## config.mk

```make
export PLATFORM = sky130hd
export DESIGN_NAME = regfile_bridge
export DESIGN_NICKNAME = d
export VERILOG_FILES = /design/src/rtl/rfb_pkg.sv /design/src/rtl/rfb_bus_decode.sv /design/src/rtl/rfb_xfer_timer.sv /design/src/rtl/rfb_addr_step.sv /design/src/rtl/regfile_bridge.sv
export SDC_FILE = /design/constraint.sdc
export NUM_CORES = 1
export LEC_CHECK = 0
export BUFFER_PORTS_ARGS = -buffer_cell sky130_fd_sc_hd__buf_2
export CORE_MARGIN = 5
export CORE_UTILIZATION = 40
export DETAILED_ROUTE_END_ITERATION = 7
export PLACE_DENSITY = 0.83
export SYNTH_ARGS = -nofsm -noshare
export SYNTH_HDL_FRONTEND = slang
export SYNTH_SLANG_ARGS = --single-unit
export TNS_END_PERCENT = 5
```

## constraint.sdc

```tcl
create_clock -name clk_i -period 1.7 [get_ports clk_i]
set_input_delay 0 -clock clk_i [delete_from_list [all_inputs] [get_ports clk_i]]
set_output_delay 0 -clock clk_i [all_outputs]
set_load 0.005 [all_outputs]
```

## src/rtl/rfb_pkg.sv

```systemverilog
package rfb_pkg;
  parameter int DATA_W = 8;
  parameter int ADDR_W = 4;

  typedef enum logic {OP_RD = 1'b0, OP_WR = 1'b1} xfer_op_e;

  // control register bits 6:0; bit 7 is the live busy flag
  typedef struct packed {
    logic              auto_rd;
    logic              bkp_en;
    logic              fast;
    logic [ADDR_W-1:0] addr;
  } ctrl_t;

  function automatic logic in_field(logic [ADDR_W-1:0] a, int cap, int alm, int len);
    int ai;
    ai = int'(a);
    return ((ai >= cap) && (ai < cap + len)) || ((ai >= alm) && (ai < alm + len));
  endfunction
endpackage

```

## src/rtl/rfb_bus_decode.sv

```systemverilog
module rfb_bus_decode import rfb_pkg::*; (
  input  logic     busy_i,
  input  logic     enable_i,
  input  logic     auto_rd_i,
  input  logic     bus_sel_i,
  input  logic     bus_wr_i,
  input  logic     bus_rd_i,
  input  logic     go_bit_i,
  output logic     ctrl_we_o,
  output logic     data_we_o,
  output logic     start_o,
  output xfer_op_e start_op_o,
  output logic     invalid_o
);
  logic try_rd_ctrl, try_rd_auto, try_wr, attempt;

  always_comb begin
    try_rd_ctrl = !busy_i && bus_wr_i && !bus_sel_i && go_bit_i;
    try_rd_auto = !busy_i && !bus_wr_i && bus_rd_i && bus_sel_i && auto_rd_i;
    try_wr      = !busy_i && bus_wr_i && bus_sel_i;
    attempt     = try_rd_ctrl || try_rd_auto || try_wr;

    ctrl_we_o   = !busy_i && bus_wr_i && !bus_sel_i;
    data_we_o   = try_wr && enable_i;
    start_o     = attempt && enable_i;
    start_op_o  = try_wr ? OP_WR : OP_RD;
    invalid_o   = attempt && !enable_i;
  end
endmodule

```

## src/rtl/rfb_xfer_timer.sv

```systemverilog
module rfb_xfer_timer import rfb_pkg::*; #(
  parameter int LONG_CYCLES = 4
) (
  input  logic     clk_i,
  input  logic     rst_ni,
  input  logic     start_i,
  input  logic     fast_i,
  input  xfer_op_e op_i,
  output logic     busy_o,
  output xfer_op_e op_o,
  output logic     done_o
);
  localparam int CNT_W = (LONG_CYCLES > 1) ? $clog2(LONG_CYCLES) : 1;
  localparam logic [CNT_W-1:0] LONG_LAST = CNT_W'(LONG_CYCLES - 1);

  logic             busy_q;
  logic [CNT_W-1:0] cnt_q;
  xfer_op_e         op_q;

  always_ff @(posedge clk_i or negedge rst_ni) begin
    if (!rst_ni) begin
      busy_q <= 1'b0;
      cnt_q  <= '0;
      op_q   <= OP_RD;
    end else if (start_i) begin
      busy_q <= 1'b1;
      cnt_q  <= fast_i ? '0 : LONG_LAST;
      op_q   <= op_i;
    end else if (busy_q) begin
      if (cnt_q == '0) busy_q <= 1'b0;
      else             cnt_q  <= cnt_q - 1'b1;
    end
  end

  assign busy_o = busy_q;
  assign op_o   = op_q;
  assign done_o = busy_q && (cnt_q == '0);
endmodule

```

## src/rtl/rfb_addr_step.sv

```systemverilog
module rfb_addr_step #(
  parameter int ADDR_W    = 4,
  parameter int CAP_BASE  = 0,
  parameter int ALM_BASE  = 8,
  parameter int FIELD_LEN = 6
) (
  input  logic [ADDR_W-1:0] addr_i,
  output logic [ADDR_W-1:0] addr_o
);
  localparam int NUM_FIELDS = 2;
  logic [NUM_FIELDS-1:0] hit;

  for (genvar g = 0; g < NUM_FIELDS; g++) begin : g_field
    localparam int BASE = (g == 0) ? CAP_BASE : ALM_BASE;
    assign hit[g] = (int'(addr_i) >= BASE) && (int'(addr_i) < BASE + FIELD_LEN);
  end

  assign addr_o = (|hit) ? addr_i + ADDR_W'(1) : addr_i;
endmodule

```

## src/rtl/regfile_bridge.sv

```systemverilog
module regfile_bridge import rfb_pkg::*; #(
  parameter int LONG_CYCLES = 4,
  parameter int CAP_BASE    = 0,
  parameter int ALM_BASE    = 8,
  parameter int FIELD_LEN   = 6
) (
  input  logic              clk_i,
  input  logic              rst_ni,
  input  logic              enable_i,
  input  logic              bus_sel_i,
  input  logic              bus_wr_i,
  input  logic              bus_rd_i,
  input  logic [DATA_W-1:0] bus_wdata_i,
  output logic [DATA_W-1:0] bus_rdata_o,
  output logic              invalid_o,
  output logic [ADDR_W-1:0] rf_addr_o,
  output logic [DATA_W-1:0] rf_wdata_o,
  output logic              rf_wr_o,
  output logic              rf_rd_o,
  input  logic [DATA_W-1:0] rf_rdata_i
);
  localparam int GO_BIT   = DATA_W - 1;
  localparam int FAST_BIT = ADDR_W;

  ctrl_t             ctrl_q;
  logic [DATA_W-1:0] data_q;
  logic              invalid_q;
  logic              busy, done, ctrl_we, data_we, start, inval_d, start_fast;
  xfer_op_e          start_op, cur_op;
  logic [ADDR_W-1:0] addr_next;

  rfb_bus_decode u_decode (
    .busy_i     (busy),
    .enable_i   (enable_i),
    .auto_rd_i  (ctrl_q.auto_rd),
    .bus_sel_i  (bus_sel_i),
    .bus_wr_i   (bus_wr_i),
    .bus_rd_i   (bus_rd_i),
    .go_bit_i   (bus_wdata_i[GO_BIT]),
    .ctrl_we_o  (ctrl_we),
    .data_we_o  (data_we),
    .start_o    (start),
    .start_op_o (start_op),
    .invalid_o  (inval_d)
  );

  // a control write takes effect at the start edge, so its fast bit rules
  assign start_fast = ctrl_we ? bus_wdata_i[FAST_BIT] : ctrl_q.fast;

  rfb_xfer_timer #(.LONG_CYCLES(LONG_CYCLES)) u_timer (
    .clk_i   (clk_i),
    .rst_ni  (rst_ni),
    .start_i (start),
    .fast_i  (start_fast),
    .op_i    (start_op),
    .busy_o  (busy),
    .op_o    (cur_op),
    .done_o  (done)
  );

  rfb_addr_step #(
    .ADDR_W    (ADDR_W),
    .CAP_BASE  (CAP_BASE),
    .ALM_BASE  (ALM_BASE),
    .FIELD_LEN (FIELD_LEN)
  ) u_step (
    .addr_i (ctrl_q.addr),
    .addr_o (addr_next)
  );

  // control and data registers retain contents across reset
  always_ff @(posedge clk_i) begin
    if (ctrl_we)   ctrl_q      <= ctrl_t'(bus_wdata_i[DATA_W-2:0]);
    else if (done) ctrl_q.addr <= addr_next;
  end

  always_ff @(posedge clk_i) begin
    if (data_we)                     data_q <= bus_wdata_i;
    else if (done && cur_op == OP_RD) data_q <= rf_rdata_i;
  end

  always_ff @(posedge clk_i or negedge rst_ni) begin
    if (!rst_ni) invalid_q <= 1'b0;
    else         invalid_q <= inval_d;
  end

  assign bus_rdata_o = bus_sel_i ? data_q : {busy, ctrl_q};
  assign invalid_o   = invalid_q;
  assign rf_addr_o   = ctrl_q.addr;
  assign rf_wdata_o  = data_q;
  assign rf_wr_o     = busy && (cur_op == OP_WR);
  assign rf_rd_o     = busy && (cur_op == OP_RD);
endmodule

```

## Word-level counts from Yosys, hierarchy flattened

Index checks and enable logic that the tools add are counted.

- Bits in registers: 20
- Word-level logic and storage cells: 61

- $add $sub $neg: 2
- $lt $le $gt $ge: 3
- Eq/ne operators: 1
- Mux-type cells: 15
- Bitwise logic cells: 1
- Reduce and logical (&&, ||, !) cells: 30

Operators by type and width:

| kind | number |
|---|---|
| $mux W8 | 3 |
| $logic_and A1 B1 Y1 | 16 |
| $mux W4 | 3 |
| $mux W2 | 4 |
| $reduce_bool A2 Y1 | 4 |
| $mux W1 | 5 |
| $add A4 B1 Y4 const B | 1 |
| $ge A4 B4 Y1 const B | 1 |
| $logic_not A1 Y1 | 4 |
| $lt A4 B3 Y1 const B | 1 |
| $lt A4 B4 Y1 const B | 1 |
| $reduce_and A2 Y1 | 2 |
| $logic_not A2 Y1 | 1 |
| $logic_or A1 B1 Y1 | 2 |
| $ne A2 B2 Y1 const B | 1 |
| $reduce_or A2 Y1 | 1 |
| $sub A2 B1 Y2 const B | 1 |
| $not A1 Y1 | 1 |

## Longest topological paths before layout

Gate-level depths: netlist of run 1.

- Depth in word-level cells: 10
- Depth in mapped cells: 5

## By module

From an unflattened synthesis of run 1, not the netlist that was laid out.

- Cell total of the unflattened synthesis: 81
- Area total of the unflattened synthesis: 1157.4 um^2

Modules (own cells, without submodules):

| module | instances | cells an instance | area each (um^2) |
|---|---|---|---|
| regfile_bridge | 1 | 48 | 855.8 |
| rfb_xfer_timer | 1 | 17 | 200.2 |
| rfb_bus_decode | 1 | 8 | 51.3 |
| rfb_addr_step | 1 | 8 | 50.0 |

## Worst setup path after synthesis of run 1

Ideal clock, no wire load.

- Kind: reg-to-reg
- Start point: register u_timer.cnt_q[0]
- End point: register data_q[0], in the netlist rf_wdata_o[0] (enable)
- Library setup time: 384 ps
- Arrival time: 1280 ps
- Required time: 1316 ps
- Setup slack: 36 ps
- Stages on the path, launching flop included: 5
- Buffers on the path: 0
- Period minus slack after synthesis: 1664 ps
- Path through: dfrtp_1 > inv_1 > ha_1 > nand2_1 > o21ai_0

- Word-level cells in the longest chain between the ends: 4

Ends and longest elaborated chain:

| what | line | source |
|---|---|---|
| start, declared | rfb_xfer_timer.sv:17 | `logic [CNT_W-1:0] cnt_q;` |
| start signal, assigned | rfb_xfer_timer.sv:27 | `cnt_q <= fast_i ? '0 : LONG_LAST;` |
| start signal, assigned | rfb_xfer_timer.sv:31 | `else cnt_q <= cnt_q - 1'b1;` |
| $logic_not A2 Y1 | rfb_xfer_timer.sv:37 | `assign done_o = busy_q && (cnt_q == '0);` |
| $logic_and A1 B1 Y1 | rfb_xfer_timer.sv:37 |  |
| $logic_and A1 B1 Y1 | regfile_bridge.sv:79 | `else if (done && cur_op == OP_RD) data_q <= rf_rdata_i;` |
| $reduce_bool A2 Y1 (no source line) | -- |  |
| end signal, assigned | regfile_bridge.sv:78 | `if (data_we) data_q <= bus_wdata_i;` |
| end signal, assigned | regfile_bridge.sv:79 |  |
| end, declared | regfile_bridge.sv:26 | `logic [DATA_W-1:0] data_q;` |

Every way passes these cells.
A chain may end at the register's enable or synchronous reset.

## Final worst setup path of run 1

- Start point: register u_timer.busy_q, in the netlist u_timer.busy_o
- End point: register data_q[3], in the netlist rf_wdata_o[3] (data pin)

- Word-level cells in the longest chain between the ends: 5

Ends and longest elaborated chain:

| what | line | source |
|---|---|---|
| start, declared | rfb_xfer_timer.sv:16 | `logic busy_q;` |
| start signal, assigned | rfb_xfer_timer.sv:22 | `busy_q <= 1'b0;` |
| start signal, assigned | rfb_xfer_timer.sv:26 | `busy_q <= 1'b1;` |
| start signal, assigned | rfb_xfer_timer.sv:30 | `if (cnt_q == '0) busy_q <= 1'b0;` |
| $logic_not A1 Y1 | rfb_bus_decode.sv:20 | `try_wr = !busy_i && bus_wr_i && bus_sel_i;` |
| $logic_and A1 B1 Y1 (2 in a row) | rfb_bus_decode.sv:20 |  |
| $logic_and A1 B1 Y1 | rfb_bus_decode.sv:24 | `data_we_o = try_wr && enable_i;` |
| $mux W8 | regfile_bridge.sv:78 |  |

Every way passes these cells.

==> results.txt, run 1 <==
status: completed
post-route ant nets: 0
Comb power frac: 38.4%
Power Density: 1120 mW/mm^2
Mapped Cells: 79
first-pass GRT wire length: 3.79 mm
area of the core: 0.00250 mm^2
R2R Path End: rf_wdata_o[3]
port bufs: 44
vias: 856
leakage power: 0.661 nW
CP Class: reg2reg
minimum clock period: 1580 ps
Syn Area/Cell: 13.4 um^2
# H-tree levels: 1
Tcrit/Tclk final: 92.8%
number of flops mapped to enable cells by yosys: 15
# DRC: 0
initial antenna violation count: 0
WL final: 2.60 mm
Yosys reg bits: 20
Synth area leader: edfxtp_1
critical path arrival: 1630 ps
Layout area overhead: 39.1%
Crit. Startpoint: u_timer.busy_o
post-synthesis compound-gate area fraction: 6.26%
Switching Share: 32.3%
post-CTS setup repair buffer count: 0
clock latency on the worst-skew pair: 290 ps
Post-CTS Hold Buffers: 7
DR WL/cell: 15.4 um
Synthesized Nets: 103
total global routing overflow: 0
register area share after synthesis: 54.3%
clock sinks: 20
multiplexer share of the synthesized area: 21.1%
max-slew violations: 0
P_int: 1.11 mW
I/O pins: 45
cell area after synthesis: 0.00106 mm^2
crit path launch type: register
final setup fails: 0
CP max FO: 7
CTS tree: built
Diodes inserted: 0
CTS Buffer Depth: 2
Detailed Routing Iterations Pass 1: 4
Worst Skew: 3.10 ps
hold crit path type: in2reg
Switch Pwr: 531 uW
Row Count: 18
Fin Setup TNS: 0 ps
root buffer cell: clkbuf_4
CP required: 1760 ps
RSZ-0062 raised after global routing: false
Final HPWL DP: 2.01 mm
Vias/cell: 5.07
Num CTS Buffers: 3
post-CTS sizing: 0
Synth Area in Adders: 2.36%
Die ar.: 0.00378 mm^2
sequential fraction of design power: 47.6%
Post-synth top cells: mux2_2 (19), edfxtp_1 (15), nand2_1 (6)
r2r setup slk: 120 ps
Iteration-0 DRC Markers: 23
XOR/XNOR Fraction of Synth Area: 1.65%
library cells used by synthesis: 24
worst relative slew slack: 78.4%
vias in the first global route: 840
Max Cap Viol: 0
top_reg_cell synth: edfxtp_1
CP Capture Point: rf_wdata_o[3]
share of the synthesized area in the top cell type: 42.5%
top-count cell post-synth: mux2_2
Die X: 61.5 um
CTS clk-pin slew, worst paths: 120 ps
Ys Warns: 0
crit path capture type: register
die height: 61.5 um
R2R Path Start: u_timer.busy_o
worst slew pin tran: 320 ps
Area contributors post-synth: edfxtp_1 (43%), mux2_2 (20%), dfrtp_1 (12%)
share of cells above drive strength 1: 54.7%
largest net degree at the start of global routing: 13
Clk pwr share: 14.0%
final hold violation count: 0
Peak Freq: 634 MHz
Final Core Density: 59.0%
Initial Util: 42.4%
GRT Util Overall: 13.7%
maximum vdd drop: 0.000549 V
final net count: 164
cells on worst reg2reg path: 4
Simple-Gate Fraction of Synth Area: 9.33%
GPL Wtd Cong: 0.835
largest family of logic cells by synthesized area: multiplexers
Post-synth ARST share: 25.0%
==> flip-flops by register name, summed over array words and instances (netlist names) <==
register / cells
invalid_o: 1
rf_wdata_o: 8
ctrl_q: 3
rf_addr_o: 4
u_timer.busy_o: 1
u_timer.op_o: 1
u_timer.cnt_q: 2
==> critical path, cell delays in order, from the launching register on <==
cell and delay [ps]:
dfrtp_1 480, inv_1 160, nand4_2 220, buf_12 210
mux2_2 260
==> placed cells by master (no fill, tap or decap), drive strengths merged, types with 2 or more instances in the layout <==
cell type | Yosys | final
a21oi | 3 | 3
buf | 5 | 50
clkbuf | 0 | 3
dfrtp | 5 | 5
dlygate4sd3 | 0 | 11
edfxtp | 15 | 15
ha | 2 | 2
inv | 4 | 4
mux2 | 19 | 19
nand2 | 6 | 6
o21ai | 5 | 5
==> area by class of cell <==
cell class	count	area, um^2
Timing Repair Buffer	61	388
Inverter	4	15.0
Sequential cell	20	576
Clock buffer	3	22.5
Tap cell	30	37.5
Clock inverter	1	3.75
Fill cell	207	1030
Multi-Input combinational cell	50	432
==> metrics by stage <==
| stage | setup WS, ps | power, mW | instances | cell area, um^2 | hold slack, ps |
|---|---|---|---|---|---|
| after floorplan | 35.7 | 1.16 | 79 | 1060 | -296 |
| after global placement | 209 | 1.37 | 154 | 1340 | -181 |
| after CTS | 138 | 1.65 | 165 | 1430 | 3.49 |
| after global routing | 70.3 | 1.77 | 169 | 1470 | 2.82 |
| after detailed placement | 164 | 1.41 | 154 | 1340 | -177 |
| final | 122 | 1.64 | 169 | 1470 | 5.66 |
==> metal layers <==
metal	routed length, um	track usage, %
met2	1290	22.7
met1	1100	17.9
met4	42	4.55
met5	0	0
met3	156	2.94
==> cells by family (layout without fill, tap and decap cells) <==
family,Yosys count,after routing
AND/OR/NAND/NOR,15,15
XOR/XNOR,2,2
buffers and inverters,9,69
adder cells (fa/ha/maj),2,2
AO/OA/AOI/OAI,11,11
multiplexers,20,20
flip-flops,20,20
==> how the worst min path moves through the flow <==
stage	from	end	slack, ps	cells after the start
3_3_place_gp	rst_ni	u_timer.cnt_q[1]	-180	1
3_5_place_dp	rst_ni	u_timer.cnt_q[1]	-180	1
4_1_cts	rf_rdata_i[4]	rf_wdata_o[4]	3	2
2_1_floorplan	rst_ni	invalid_o	-300	0
6_report	rf_rdata_i[6]	rf_wdata_o[6]	6	2
5_1_grt	rf_rdata_i[0]	rf_wdata_o[0]	3	2
==> power by group through the flow <==
stage	Clock [mW]	Sequential, mW	Combinational (mW)
floorplan	0	0.776	0.387
global placement	0	0.783	0.587
detailed placement	0	0.791	0.617
CTS	0.235	0.782	0.633
global route	0.259	0.801	0.708
finish	0.230	0.782	0.631
Note: power is estimated with default switching activity, not from simulation.
==> inputs of run 2 (changes only) <==
--- a/config.mk
+++ b/config.mk
@@ -9,7 +9,7 @@
 export CORE_MARGIN = 5
 export CORE_UTILIZATION = 40
 export DETAILED_ROUTE_END_ITERATION = 7
-export PLACE_DENSITY = 0.83
+export PLACE_DENSITY = 0.75
 export SYNTH_ARGS = -nofsm -noshare
 export SYNTH_HDL_FRONTEND = slang
 export SYNTH_SLANG_ARGS = --single-unit
==> results.txt, run 2 (synthesis gave the netlist of run 1 again) <==
Clk pwr share: 22.0% (+8.0 points)
post-route ant nets: 0 (unchanged)
Final WS setup: 139 ps (+16.6 ps)
WL final: 2.44 mm (-5.9%)
status: completed
# H-tree levels: 1 (unchanged)
CTS clk-pin slew, worst paths: 110 ps (about the same)
overall power: 1.78 mW (+8.2%)
final hold violation count: 0 (unchanged)
Switch Pwr: 524 uW (-1.3%)
initial antenna violation count: 0 (unchanged)
clock latency on the worst-skew pair: 300 ps (about the same)
max-slew violations: 0 (unchanged)
GRT Util Overall: 13.8% (+0.11 points)
Initial Util: 42.4% (unchanged)
share of cells above drive strength 1: 51.4% (-3.3 points)
CTS tree: built
max incr delay on CP: 490 ps (about the same)
clock sinks: 20 (unchanged)
leakage power: 0.676 nW (+2.4%)
# DRC: 0 (unchanged)
worst slew pin tran: 452 ps (+131 ps)
total global routing overflow: 0 (unchanged)
# fillers: 195 (-5.8%)
vias in the first global route: 825 (-1.8%)
final setup fails: 0 (unchanged)
RSZ-0062 raised after global routing: false
Final HPWL DP: 1.80 mm (-10%)
die height: 61.5 um (unchanged)
first-pass GRT wire length: 3.73 mm (-1.5%)
Diodes inserted: 0 (unchanged)
Power Density: 1160 mW/mm^2 (+3.8%)
sequential fraction of design power: 43.9% (-3.7 points)
Num CTS Buffers: 3 (unchanged)
CP cell instances: nor3b_4, mux2_2, o211ai_1
crit path capture type: register
Switching Share: 29.5% (-2.8 points)
final net count: 167 (+1.8%)
Vias/cell: 4.76 (-6.0%)
Post-DP Area: 0.00129 mm^2 (-3.2%)
Row Count: 18 (unchanged)
CP bufs+invs: 0 (-2)
Peak Freq: 641 MHz (+1.1%)
Design Area, Final: 0.00154 mm^2 (+4.2%)
commonest non-fill, non-tap cell in the layout: buf_2
vias: 819 (-4.3%)
Iteration-0 DRC Markers: 18 (-22%)
Die ar.: 0.00378 mm^2 (unchanged)
minimum clock period: 1560 ps (-16.6 ps)
CP required: 1930 ps (+170 ps)
Layout area overhead: 45.0%
root buffer cell: clkbuf_4
worst relative slew slack: 69.9% (-8.5 points)
CP max FO: 8 (+1)
DR WL/cell: 14.2 um (-7.5%)
Comb power frac: 34.1% (-4.3 points)
area of the core: 0.00250 mm^2 (unchanged)
CTS Buffer Depth: 2 (unchanged)
maximum vdd drop: 0.000699 V (+27%)
GPL Wtd Cong: 0.789 (-5.5%)
Detailed Routing Iterations Pass 1: 4 (unchanged)
port bufs: 44 (unchanged)
Largest register FFs: 8 (unchanged)
I/O pins: 45 (unchanged)
delay-heaviest family, CP: flip-flops
Fin Setup TNS: 0 ps (unchanged)
crit path launch type: register
commonest non-fill, non-tap cells in the layout: buf_2 (44), mux2_2 (19), dlygate4sd3_1 (18)
Worst Skew: 6.20 ps (+3.10 ps)
Max Cap Viol: 0 (unchanged)
critical path arrival: 1790 ps (+160 ps)
hold crit path type: in2async
largest net degree at the start of global routing: 13 (unchanged)
Tcrit/Tclk final: 91.8% (-0.98 points)
Die X: 61.5 um (unchanged)
slowest CP cell: dfrtp_1
P_int: 1.25 mW (+13%)
CP Class: reg2reg
Post-Place Setup Slack: 134 ps (-30.6 ps)
-- run 2: layout make-up --
cell class              instances  area (um^2)  share of cell area (%)
clock buffers                   3         22.5                    1.47
well taps                      30         37.5                    2.44
flip-flops and latches         20          576                    37.5
clock inverters                 1         30.0                    1.95
inverters                       4         15.0                   0.977
repair buffers                 64          415                    27.0
multi-input cells              50          440                    28.7
-- run 2: power by group through the flow --
stage / sequential (mW) / clock (mW) / combinational, mW
global route: 0.801 / 0.418 / 0.688
CTS: 0.780 / 0.397 / 0.608
global placement: 0.785 / 0 / 0.560
finish: 0.782 / 0.391 / 0.607
floorplan: 0.776 / 0 / 0.387
detailed placement: 0.792 / 0 / 0.577
-- run 2: worst reg2reg max path: stages, from the launching register on --
cell	delay (ps)
dfrtp_1	490
nor3b_4	450
mux2_2	410
o211ai_1	150
-- run 2: timing repair --
| action | 4_1_cts | 5_1_grt |
|---|---|---|
| buffers inserted | 0 | 0 |
| setup endpoints to repair | 0 | 8 |
| resized for setup | 0 | 1 |
| hold buffers | 16 | 2 |
| hold endpoints to repair | 20 | 2 |
-- run 2: final timing paths --
check	end	cells past startpoint	slack, ps	start
max in group asynchronous	u_timer.op_o	2	1550	rst_ni
hold / removal	u_timer.cnt_q[1]	2	20	rst_ni
min in group clk_i	invalid_o	3	140	bus_rd_i
setup reg to reg	u_timer.cnt_q[0]	3	140	u_timer.busy_o
setup / recovery	u_timer.cnt_q[0]	3	140	u_timer.busy_o
hold reg to reg	u_timer.op_o	1	550	u_timer.op_o
-- run 2: through the flow --
step,instances,hold slack [ps],util (%)
floorplan,79,-296,-
global placement,150,-180,51.8
detailed placement,150,-178,51.8
CTS,170,0.700,60.3
global route,172,29.3,61.5
finish,172,22.8,61.5
-- run 2: routing by layer --
metal	up-vias	global-route usage [%]	share of wire, %
li1	415	-	-
met1	371	17.3	42
met2	29	22.8	49
met3	4	1.05	6.9
met4	0	9.09	2.4
met5	-	0	0
==> inputs of run 3 (changes only) <==
--- a/config.mk
+++ b/config.mk
@@ -5,11 +5,13 @@
 export SDC_FILE = /design/constraint.sdc
 export NUM_CORES = 1
 export LEC_CHECK = 0
+export ABC_AREA = 1
 export BUFFER_PORTS_ARGS = -buffer_cell sky130_fd_sc_hd__buf_2
 export CORE_MARGIN = 5
 export CORE_UTILIZATION = 40
 export DETAILED_ROUTE_END_ITERATION = 7
-export PLACE_DENSITY = 0.75
+export PLACE_DENSITY = 0.74
+export RECOVER_POWER = 25
 export SYNTH_ARGS = -nofsm -noshare
 export SYNTH_HDL_FRONTEND = slang
 export SYNTH_SLANG_ARGS = --single-unit
==> results.txt, run 3 <==
minimum clock period: 1490 ps (-70.6 ps)
clock sinks: 20 (unchanged)
overall power: 1.71 mW (-3.6%)
Final HPWL DP: 2.15 mm (+19%)
worst relative slew slack: 82.2% (+12 points)
Post-synth top cells: nand2_1 (42), edfxtp_1 (15), inv_1 (12), o21ai_0 (10)
clock latency on the worst-skew pair: 300 ps (about the same)
cell area after synthesis: 0.00112 mm^2 (+5.5%)
final hold violation count: 0 (unchanged)
# DRC: 0 (unchanged)
hold depth: 3
Detailed Routing Iterations Pass 1: 4 (unchanged)
cell count along the critical path: 4 (+1)
commonest non-fill, non-tap cell in the layout: nand2_1
# H-tree levels: 1 (unchanged)
Mapped Cells: 119 (+51%)
worst slew pin tran: 267 ps (-184 ps)
DR WL/cell: 13.6 um (-4.5%)
r2r setup slk: 210 ps (+70 ps)
Die X: 62.9 um (+2.3%)
CP required: 1940 ps (about the same)
CTS tree: built
hold crit path type: in2reg
critical path arrival: 1730 ps (-60 ps)
Post-synth ARST share: 25.0% (unchanged)
crit path capture type: register
Tcrit/Tclk final: 87.7% (-4.2 points)
max incr delay on CP: 560 ps (+70 ps)
Vias/cell: 4.83 (+1.5%)
Final WS setup: 210 ps (+70.6 ps)
I/O pins: 45 (unchanged)
post-CTS setup repair buffer count: 0 (unchanged)
vias in the first global route: 1046 (+27%)
root buffer cell: clkbuf_4
leakage power: 0.730 nW (+7.9%)
top-count cell post-synth: nand2_1
Final Core Density: 54.0% (-7.4 points)
RSZ-0062 raised after global routing: false
number of flops mapped to enable cells by yosys: 15 (unchanged)
initial antenna violation count: 0 (unchanged)
Post-Place Setup Slack: 261 ps (+127 ps)
Synth area leader: edfxtp_1
GRT Util Overall: 14.5% (+0.70 points)
register area share after synthesis: 51.5% (-2.9 points)
share of cells above drive strength 1: 31.0% (-20 points)
final setup fails: 0 (unchanged)
slowest CP cell: dlygate4sd3_1
Syn Area/Cell: 9.40 um^2 (-30%)
Post-CTS Hold Buffers: 10 (-6)
Area contributors post-synth: edfxtp_1 (40%), nand2_1 (14%), dfrtp_1 (11%)
crit path launch type: register
top_reg_cell synth: edfxtp_1
vias: 991 (+21%)
Ys Warns: 0 (unchanged)
Synthesized Nets: 143 (+39%)
CP cell instances: nor2_4, nand2_1, a21oi_1, dlygate4sd3_1
library cells used by synthesis: 21 (-13%)
worst hold margin: 4.72 ps (-18.1 ps)
Die ar.: 0.00395 mm^2 (+4.6%)
Yosys reg bits: 20 (unchanged)
status: completed
area of the core: 0.00271 mm^2 (+8.4%)
Iteration-0 DRC Markers: 12 (-6)
Layout area overhead: 30.9%
CTS Buffer Depth: 2 (unchanged)
first-pass GRT wire length: 4.69 mm (+26%)
post-route ant nets: 0 (unchanged)
Largest register FFs: 8 (unchanged)
Max Cap Viol: 0 (unchanged)
WL final: 2.78 mm (+14%)
post-CTS sizing: 0 (unchanged)
share of the synthesized area in the top cell type: 40.3% (-2.2 points)
total global routing overflow: 0 (unchanged)
GPL Wtd Cong: 0.806 (+2.2%)
Peak Freq: 671 MHz (+4.7%)
Row Count: 19 (+1)
Fin Setup TNS: 0 ps (unchanged)
Num CTS Buffers: 3 (unchanged)
CTS clk-pin slew, worst paths: 110 ps (about the same)
CP Class: reg2reg
delay-heaviest family, CP: buffers and inverters
port bufs: 44 (unchanged)
cells on worst reg2reg path: 4 (+1)
CP max FO: 5 (-3)
Power Density: 1170 mW/mm^2 (+1.2%)
Diodes inserted: 0 (unchanged)
max-slew violations: 0 (unchanged)
commonest non-fill, non-tap cells in the layout: nand2_1 (42), buf_2 (34), edfxtp_1 (15)
die height: 62.9 um (+2.3%)
CP bufs+invs: 1 (+1)
maximum vdd drop: 0.000830 V (+19%)
Worst Skew: 5.22 ps (-0.989 ps)
final net count: 199 (+19%)
largest net degree at the start of global routing: 14 (+1)
Initial Util: 41.3% (-1.1 points)
## run 3: logic make-up after synthesis
| family | after synthesis | share of synthesized area [%] |
|---|---|---|
| muxes | 5 | 5.70 |
| buffers and inverters | 19 | 9.06 |
| AOI/OAI and AO/OA | 12 | 5.37 |
| DFF | 20 | 51.5 |
| xor gates and xnor gates | 2 | 1.57 |
| adders and majority gates | 2 | 2.24 |
| and+or+nand+nor | 59 | 24.6 |
## run 3: worst reg2reg max path: stages (launching register included)
cell and delay [ps]:
dfrtp_1 480, nor2_4 170, nand2_1 90, a21oi_1 140, dlygate4sd3_1 560
## run 3: area by class of cell
cell class              count  area [um^2]
clock buffers               4         26.3
fillers                   265         1250
inverters                  13         48.8
multi-input cells          80          442
flip-flops and latches     20          576
well taps                  31         38.8
repair buffers             57          333
## run 3: worst paths after layout
kind,from,endpoint
setup / recovery,u_timer.busy_o,invalid_o
hold / removal,rf_rdata_i[4],rf_wdata_o[4]
setup reg to reg,u_timer.busy_o,invalid_o
hold reg to reg,u_timer.cnt_q[0],u_timer.cnt_q[0]
max in group asynchronous,rst_ni,u_timer.busy_o
min in group asynchronous,rst_ni,u_timer.cnt_q[1]
## run 3: metal layers
metal	wire [um]	part of all wire (%)	up-vias	GRT usage, %
met1	1040	37	461	15.7
met5	0	0	-	0
met3	216	7.8	4	3.78
met2	1500	54	34	27.1
li1	-	-	492	-
met4	29	1.0	0	4.51
## run 3: per-stage QoR
stage                     instance area, um^2  cells
after detailed placement                 1340    190
after global routing                     1460    205
after floorplan                          1120    119
final                                    1460    205
after CTS                                1470    204
after global placement                   1340    190
## run 3: report_power, final
part	leakage (nW)	internal, mW	switching [mW]
Combinational	0.513	0.305	0.365
Clock	0.0150	0.0913	0.146
Sequential	0.202	0.697	0.110
Total	0.730	1.09	0.621
